**config.mk**
```make
export PLATFORM = sky130hd
export DESIGN_NAME = mlv_seq_gen
export DESIGN_NICKNAME = d
export VERILOG_FILES = /design/src/rtl/mlv_pkg.sv /design/src/rtl/mlv_step_rom.sv /design/src/rtl/mlv_dwell_timer.sv /design/src/rtl/mlv_level_adder.sv /design/src/rtl/mlv_seq_gen.sv
export SDC_FILE = /design/constraint.sdc
export NUM_CORES = 1
export LEC_CHECK = 0
export BUFFER_PORTS_ARGS = -buffer_cell sky130_fd_sc_hd__buf_4
export CORE_MARGIN = 8
export CORE_UTILIZATION = 50
export CTS_BUF_LIST = sky130_fd_sc_hd__clkbuf_2 sky130_fd_sc_hd__clkbuf_4 sky130_fd_sc_hd__clkbuf_8
export DETAILED_ROUTE_END_ITERATION = 8
export PLACE_DENSITY = 0.7
export SETUP_SLACK_MARGIN = 0.15
export SYNTH_ARGS = -nofsm -noshare
export SYNTH_HDL_FRONTEND = slang
export SYNTH_SLANG_ARGS = --single-unit
```
**constraint.sdc**
```tcl
create_clock -name clk -period 13.9 [get_ports clk]
set_input_delay 1.39 -clock clk [delete_from_list [all_inputs] [get_ports clk]]
set_output_delay 1.39 -clock clk [all_outputs]
set_load 0.02 [all_outputs]
```
**src/rtl/mlv_pkg.sv**
```systemverilog
// Package: shared types and the two-level sector patterns.
// Assumes the phase order a,b,c maps to vector bits 2,1,0.
package mlv_pkg;

    typedef enum logic [1:0] {DS_ZLO, DS_T1, DS_T2, DS_ZHI} dsel_e;

    // Returns {V1, V2}: the two active vectors of a sector, in visiting order.
    function automatic logic [5:0] sector_pair(input logic [2:0] sec);
        logic [5:0] pr;
        case (sec)
            3'd2:    pr = {3'b010, 3'b110};
            3'd3:    pr = {3'b010, 3'b011};
            3'd4:    pr = {3'b001, 3'b011};
            3'd5:    pr = {3'b001, 3'b101};
            3'd6:    pr = {3'b100, 3'b101};
            default: pr = {3'b100, 3'b110};
        endcase
        return pr;
    endfunction

endpackage

```
**src/rtl/mlv_step_rom.sv**
```systemverilog
// Step decoder: for a sector and a step 0..7, gives the two-level vector
// and which dwell count applies. Steps 4..7 mirror steps 3..0.
module mlv_step_rom
    import mlv_pkg::*;
(
    input  logic [2:0] sector,
    input  logic [2:0] step,
    output logic [2:0] vec,
    output dsel_e      dsel
);

    logic [5:0] pair;
    assign pair = sector_pair(sector);

    // Purpose: pick the vector and its dwell class from the mirrored step.
    always_comb begin
        case (step)
            3'd1, 3'd6: begin vec = pair[5:3]; dsel = DS_T1;  end
            3'd2, 3'd5: begin vec = pair[2:0]; dsel = DS_T2;  end
            3'd3, 3'd4: begin vec = 3'b111;    dsel = DS_ZHI; end
            default:    begin vec = 3'b000;    dsel = DS_ZLO; end
        endcase
    end

endmodule

```
**src/rtl/mlv_dwell_timer.sv**
```systemverilog
// Dwell timer: counts each step for its dwell (minimum one cycle) and
// moves through steps 0..7. It assumes `dur` is valid for the current step.
module mlv_dwell_timer #(
    parameter int DW = 16
) (
    input  logic          clk,
    input  logic          rst_n,
    input  logic          start,
    input  logic [DW-1:0] dur,
    output logic          busy,
    output logic [2:0]    step,
    output logic          step_end,
    output logic          period_end
);

    logic [DW-1:0] cnt;
    logic [DW-1:0] dur_eff;

    // Purpose: a zero dwell still occupies one cycle.
    always_comb dur_eff = (dur == '0) ? DW'(1) : dur;

    assign step_end   = busy && (cnt == dur_eff - DW'(1));
    assign period_end = step_end && (step == 3'd7);

    // Purpose: advance cycle count and step index, and end the period.
    always_ff @(posedge clk) begin
        if (!rst_n) begin
            busy <= 1'b0;
            step <= 3'd7;
            cnt  <= '0;
        end else if (start) begin
            busy <= 1'b1;
            step <= 3'd0;
            cnt  <= '0;
        end else if (busy) begin
            if (step_end) begin
                cnt <= '0;
                if (step == 3'd7) busy <= 1'b0;
                else              step <= step + 3'd1;
            end else begin
                cnt <= cnt + DW'(1);
            end
        end
    end

    // a step is held until its dwell has run out.
    assert_dwell_hold_R5: assert property (@(posedge clk) disable iff (!rst_n)
        (busy && !step_end && !start) |=> $stable(step));

    // a period always begins at step 0.
    assert_start_step0_R4: assert property (@(posedge clk) disable iff (!rst_n)
        start |=> (busy && step == 3'd0));

endmodule

```
**src/rtl/mlv_level_adder.sv**
```systemverilog
// Level adder: per phase adds the centre level and the two-level bit,
// clamping at MAXL. Assumes vector bit 2 is phase a (index 2).
module mlv_level_adder #(
    parameter int LW   = 3,
    parameter int MAXL = 4
) (
    input  logic [2:0][LW-1:0] ctr,
    input  logic [2:0]         bits,
    output logic [2:0][LW-1:0] lvl,
    output logic [2:0]         clip
);

    localparam logic [LW:0] TOP = (LW+1)'(MAXL);

    for (genvar p = 0; p < 3; p++) begin : g_phase
        logic [LW:0] sum;
        // Purpose: wide sum of centre and offset bit for one phase.
        always_comb sum = {1'b0, ctr[p]} + {{LW{1'b0}}, bits[p]};
        assign clip[p] = (sum > TOP);
        assign lvl[p]  = clip[p] ? TOP[LW-1:0] : sum[LW-1:0];
    end

endmodule

```
**src/rtl/mlv_seq_gen.sv**
```systemverilog
// Top: registers one centre/sector/dwell set per period and drives phase
// level indices through an 8-step symmetric two-level pattern shifted by
// the centre. Assumes LEVELS >= 2; level outputs follow step registers.
module mlv_seq_gen
    import mlv_pkg::*;
#(
    parameter int LEVELS = 5,
    parameter int DW     = 16,
    localparam int LW    = (LEVELS > 2) ? $clog2(LEVELS) : 1,
    localparam int MAXL  = LEVELS - 1
) (
    input  logic          clk,
    input  logic          rst_n,
    input  logic          in_valid,
    output logic          in_ready,
    input  logic [LW-1:0] ctr_a,
    input  logic [LW-1:0] ctr_b,
    input  logic [LW-1:0] ctr_c,
    input  logic [2:0]    sector,
    input  logic [DW-1:0] t_zero,
    input  logic [DW-1:0] t_one,
    input  logic [DW-1:0] t_two,
    output logic [LW-1:0] lvl_a,
    output logic [LW-1:0] lvl_b,
    output logic [LW-1:0] lvl_c,
    output logic          clip_err
);

    logic [2:0][LW-1:0] ctr_q;
    logic [2:0]         sec_q;
    logic [DW-1:0]      tz_q, t1_q, t2_q;
    logic [DW-1:0]      z_lo, z_hi, dur;
    logic               busy, step_end, period_end, start;
    logic [2:0]         step, vec, clip;
    dsel_e              dsel;
    logic [2:0][LW-1:0] lvl;

    assign in_ready = !busy || period_end;
    assign start    = in_valid && in_ready;

    // Purpose: capture the input set when a period is accepted.
    always_ff @(posedge clk) begin
        if (!rst_n) begin
            ctr_q <= '0;
            sec_q <= 3'd1;
            tz_q  <= '0;
            t1_q  <= '0;
            t2_q  <= '0;
        end else if (start) begin
            ctr_q <= {ctr_a, ctr_b, ctr_c};
            sec_q <= sector;
            tz_q  <= t_zero;
            t1_q  <= t_one;
            t2_q  <= t_two;
        end
    end

    // Purpose: split the zero dwell between the low and high zero vectors.
    always_comb begin
        z_lo = tz_q >> 1;
        z_hi = tz_q - z_lo;
    end

    // Purpose: choose the dwell of the current step.
    always_comb begin
        case (dsel)
            DS_T1:   dur = t1_q;
            DS_T2:   dur = t2_q;
            DS_ZHI:  dur = z_hi;
            default: dur = z_lo;
        endcase
    end

    mlv_step_rom u_rom (
        .sector (sec_q),
        .step   (step),
        .vec    (vec),
        .dsel   (dsel)
    );

    mlv_dwell_timer #(.DW(DW)) u_timer (
        .clk        (clk),
        .rst_n      (rst_n),
        .start      (start),
        .dur        (dur),
        .busy       (busy),
        .step       (step),
        .step_end   (step_end),
        .period_end (period_end)
    );

    mlv_level_adder #(.LW(LW), .MAXL(MAXL)) u_add (
        .ctr  (ctr_q),
        .bits (vec),
        .lvl  (lvl),
        .clip (clip)
    );

    assign lvl_a = lvl[2];
    assign lvl_b = lvl[1];
    assign lvl_c = lvl[0];

    // Purpose: sticky flag for any clamped phase during a period.
    always_ff @(posedge clk) begin
        if (!rst_n)              clip_err <= 1'b0;
        else if (busy && |clip)  clip_err <= 1'b1;
    end

    // the block is always ready while idle.
    assert_ready_idle_R7: assert property (@(posedge clk) disable iff (!rst_n)
        !busy |-> in_ready);

    // consecutive cycles of one period change at most one phase.
    assert_one_phase_R6: assert property (@(posedge clk) disable iff (!rst_n)
        (busy && !start) |=> ($countones({lvl_a != $past(lvl_a),
                                          lvl_b != $past(lvl_b),
                                          lvl_c != $past(lvl_c)}) <= 1));

    // no phase output exceeds the top level.
    assert_range_R9: assert property (@(posedge clk) disable iff (!rst_n)
        (lvl_a <= LW'(MAXL)) && (lvl_b <= LW'(MAXL)) && (lvl_c <= LW'(MAXL)));

    // the error flag never clears outside reset.
    assert_err_sticky_R9: assert property (@(posedge clk) disable iff (!rst_n)
        clip_err |=> clip_err);

    // idle outputs hold still until a new period is accepted.
    assert_idle_hold_R8: assert property (@(posedge clk) disable iff (!rst_n)
        (!busy && !start) |=> ($stable(lvl_a) && $stable(lvl_b) && $stable(lvl_c)));

endmodule

```
==> impl_metrics.toml <==
[setup_path]
cp_slowest_stage_delay_ns = 0.59
startpoint = "u_timer.step[0]$_SDFFE_PN1P_"
path_class = "register to primary output"
setup.worst_path.end = "in_ready"
worst_ep_required_time_ns = 12.51
endpoint_kind = "primary output"
worstPathArrival_ns = 6.44
rrSetupSlack_ns = 6.83
r2r_start = "u_timer.step[0]$_SDFFE_PN1P_"
r2r_end = "tz_q[6]$_SDFFE_PN0P_"
path_max_fanout = 25
worstPathCellList = "inv_1 > ha_1 > nor2_1 > nand2_2 > nor2_1 > o221ai_2 > a2111o_1 > or3_4 > or3_4 > o21a_1 > ha_1 > inv_1 > nand2_1 > a21oi_1 > o31ai_1 > o31a_1 > a2111o_1 > nor4b_1 > and4_1 > a21o_1 > buf_4"
crit_slowest_cell = "nor2_1"
reg2reg_depth = 22
crit_path_start_kind = "register"

[clocking]
cts_hold_buf = 0
cts_resized = 0
clk_latency_ns = 0.39
htree_levels = 3
cts.clk_slew.worst_paths_ns = 0.09
clockBufferDepth = 2
cts_buffers = 9
cts.root.buffer_cell = "clkbuf_8"
cts_sinks = 81
cts_tree = "yes"
postCtsSetupRepairBufs = 0

[timing]
finalClockSkew_ns = 0.0144
fin_setup_tns_ns = 0
hold_slack_ns = 0.463
hold_viol_final = 0
tightest_slew_ns = 1.01
drv_slew = 0
min_period_ns = 7.83
rsz0062_at_grt = "false"
final.period_utilization_pct = 56.3
max_freq_ghz = 0.128
setup_viol = 0
slew_headroom_pct = 32.6

[yosys]
syn_area_um2 = 6420
ys_ff_latch = 81
synth_fp_nets = 913
yosys.area_share.simple_pct = 26.9
ys_top_cells_by_area = "dfxtp_1 (25%), nand2_1 (9.5%), mux2i_1 (9.5%), ha_1 (5.6%), nor2_1 (3.2%)"
synth_fa_ha_area_share_pct = 5.96
synth_xor_area_share_pct = 4.58
synthCells = 820
async_flop_share_pct = 0
synthMuxAreaShare_pct = 10.3
synth_top_area_share_pct = 25.2
synth_edf_count = 0
avgSynthCellArea_um2 = 7.83
yosys.area.top_type = "dfxtp_1"
synth-compound-area-share_pct = 20.0
ys.flop_type = "dfxtp_1"
seq_area_frac_synth_pct = 25.2
synth_top_family_by_area = "simple AND/OR/NAND/NOR gates"
ys_warn_count = 0
synth_cell_types = 86

[pwr]
irDropWorstVdd_mv = 0.0813
pwr_density_cell_nw_per_um2 = 107
p_leak_nw = 2.92

[finish]
mostFrequentLayoutCells = "nand2_1 (163), dfxtp_1 (81), buf_4 (76)"
antenna_cells = 0
drive_gt1_share_pct = 12.8
fillers = 1217
final_nets = 952
final_common_cell = "nand2_1"
multi_input_area_um2 = 4360
regArea_um2 = 1620
syn_to_final_growth_pct = 10.8

[drt]
wire_per_inst_um = 17.9
via_per_inst = 5.86
drc = 0
routed_wl_um = 18500
drt_iter0_markers = 528
ant_nets = 0
drtPass1Iterations = 5
vias = 6066

[place]
io_buffers = 73
gp_congestion = 0.927
hpwl_um = 14600

[floorplan]
core.rowCount = 41
start_util_pct = 51.1
fp.dieArea_um2 = 16700
coreArea_um2 = 12600
ios = 74
die_h_um = 129
die_w_um = 129

[status]
status = "finished, final reports clean"

[global_routing]
grt_pass1_vias = 5710
grt_overflow = 0
grt_pass1_wl_um = 29600
grt_max_degree = 114
antenna_found_initial = 0
grtUsageTotal_pct = 22.4

[worst_hold_path]
hp-class = "register to register"

[job]
cap_violations = 0
Yosys cell counts, drive strengths merged (4+ instances only):
library cell / count
o21a: 6
o21ai: 24
o22ai: 9
and3: 12
a22o: 4
dfxtp: 81
a22oi: 6
a21oi: 38
nand4: 9
a21o: 11
nor3: 11
xor2: 12
or2: 4
nor2: 54
a211o: 6
nand2b: 18
buf: 19
o21bai: 4
o211ai: 11
and2: 5
xnor2: 19
nor4: 4
ha: 29
a211oi: 6
nor3b: 9
nor4bb: 4
nor2b: 10
clkbuf: 29
nand4b: 4
mux2i: 62
a31oi: 6
inv: 32
or3: 9
o311ai: 5
nand3: 23
nor4b: 5
o2111ai: 4
nand2: 164
routing by layer:
layer | track usage, % | vias to the layer above | wire (µm)
met5 | 0 | - | 0
met4 | 8.43 | 0 | 390
met3 | 4.11 | 25 | 835
met2 | 35.2 | 164 | 8340
met1 | 29.9 | 2864 | 8970
li1 | - | 3013 | -
critical path: cells and delay by family (launching register included):
kind / cells / cell delay [ns]
flops: 1 / 0.39
compound gates: 8 / 1.74
simple gates: 8 / 2.80
buf+inv: 3 / 0.35
fa+ha+maj: 2 / 0.75
flip-flops by register name, indices dropped and copies added (netlist names):
signal,flops
t1_q,16
sec_q,3
clip_err,1
t2_q,16
u_timer.cnt,16
ctr_q,9
tz_q,16
u_timer.busy,1
u_timer.step,3
final cells by class:
type	instances	share of cell area, %
multi-input cells	659	61.3
repair buffers	76	8.02
clock inverters	5	1.20
well taps	172	3.02
flip-flops and latches	81	22.8
inverters	32	1.69
clock buffers	11	2.04
power by group:
part | total (mW) | internal (mW) | switching [mW] | leakage (nW)
Sequential | 0.260 | 0.244 | 0.0158 | 0.664
Clock | 0.203 | 0.109 | 0.0938 | 0.114
Combinational | 0.301 | 0.120 | 0.182 | 2.14
stage by stage:
stage	std cells	setup slack, ns	instance area (µm²)	utilization, %	power [mW]
3_5_place_dp	1020	6.57	6890	54.8	0.560
4_1_cts	1036	6.13	7120	56.6	0.764
2_1_floorplan	820	7.50	6420	-	0.483
5_1_grt	1036	5.59	7120	56.6	0.806
6_report	1036	6.07	7120	56.6	0.765
3_3_place_gp	1020	6.81	6890	54.8	0.558
worst min-delay path by stage:
stage                     slack [ns]                   end  cells after the start                  from
after global placement          0.45  t1_q[1]$_SDFFE_PN0P_                      2  t1_q[1]$_SDFFE_PN0P_
final                           0.46  t2_q[3]$_SDFFE_PN0P_                      2  t2_q[3]$_SDFFE_PN0P_
after global routing            0.49  t1_q[1]$_SDFFE_PN0P_                      2  t1_q[1]$_SDFFE_PN0P_
after CTS                       0.46  t2_q[3]$_SDFFE_PN0P_                      2  t2_q[3]$_SDFFE_PN0P_
after detailed placement        0.45  t2_q[3]$_SDFFE_PN0P_                      2  t2_q[3]$_SDFFE_PN0P_
after floorplan                 0.43  t2_q[0]$_SDFFE_PN0P_                      2  t2_q[0]$_SDFFE_PN0P_
kinds of logic after synthesis:
kind of cell	count (synthesis)
AO/OA/AOI/OAI	178
AND/OR/NAND/NOR	355
flip-flops	81
buffers and inverters	80
multiplexers	64
XOR/XNOR	32
adder cells (fa/ha/maj)	30
No activity file was read; power rests on OpenSTA's default activity.
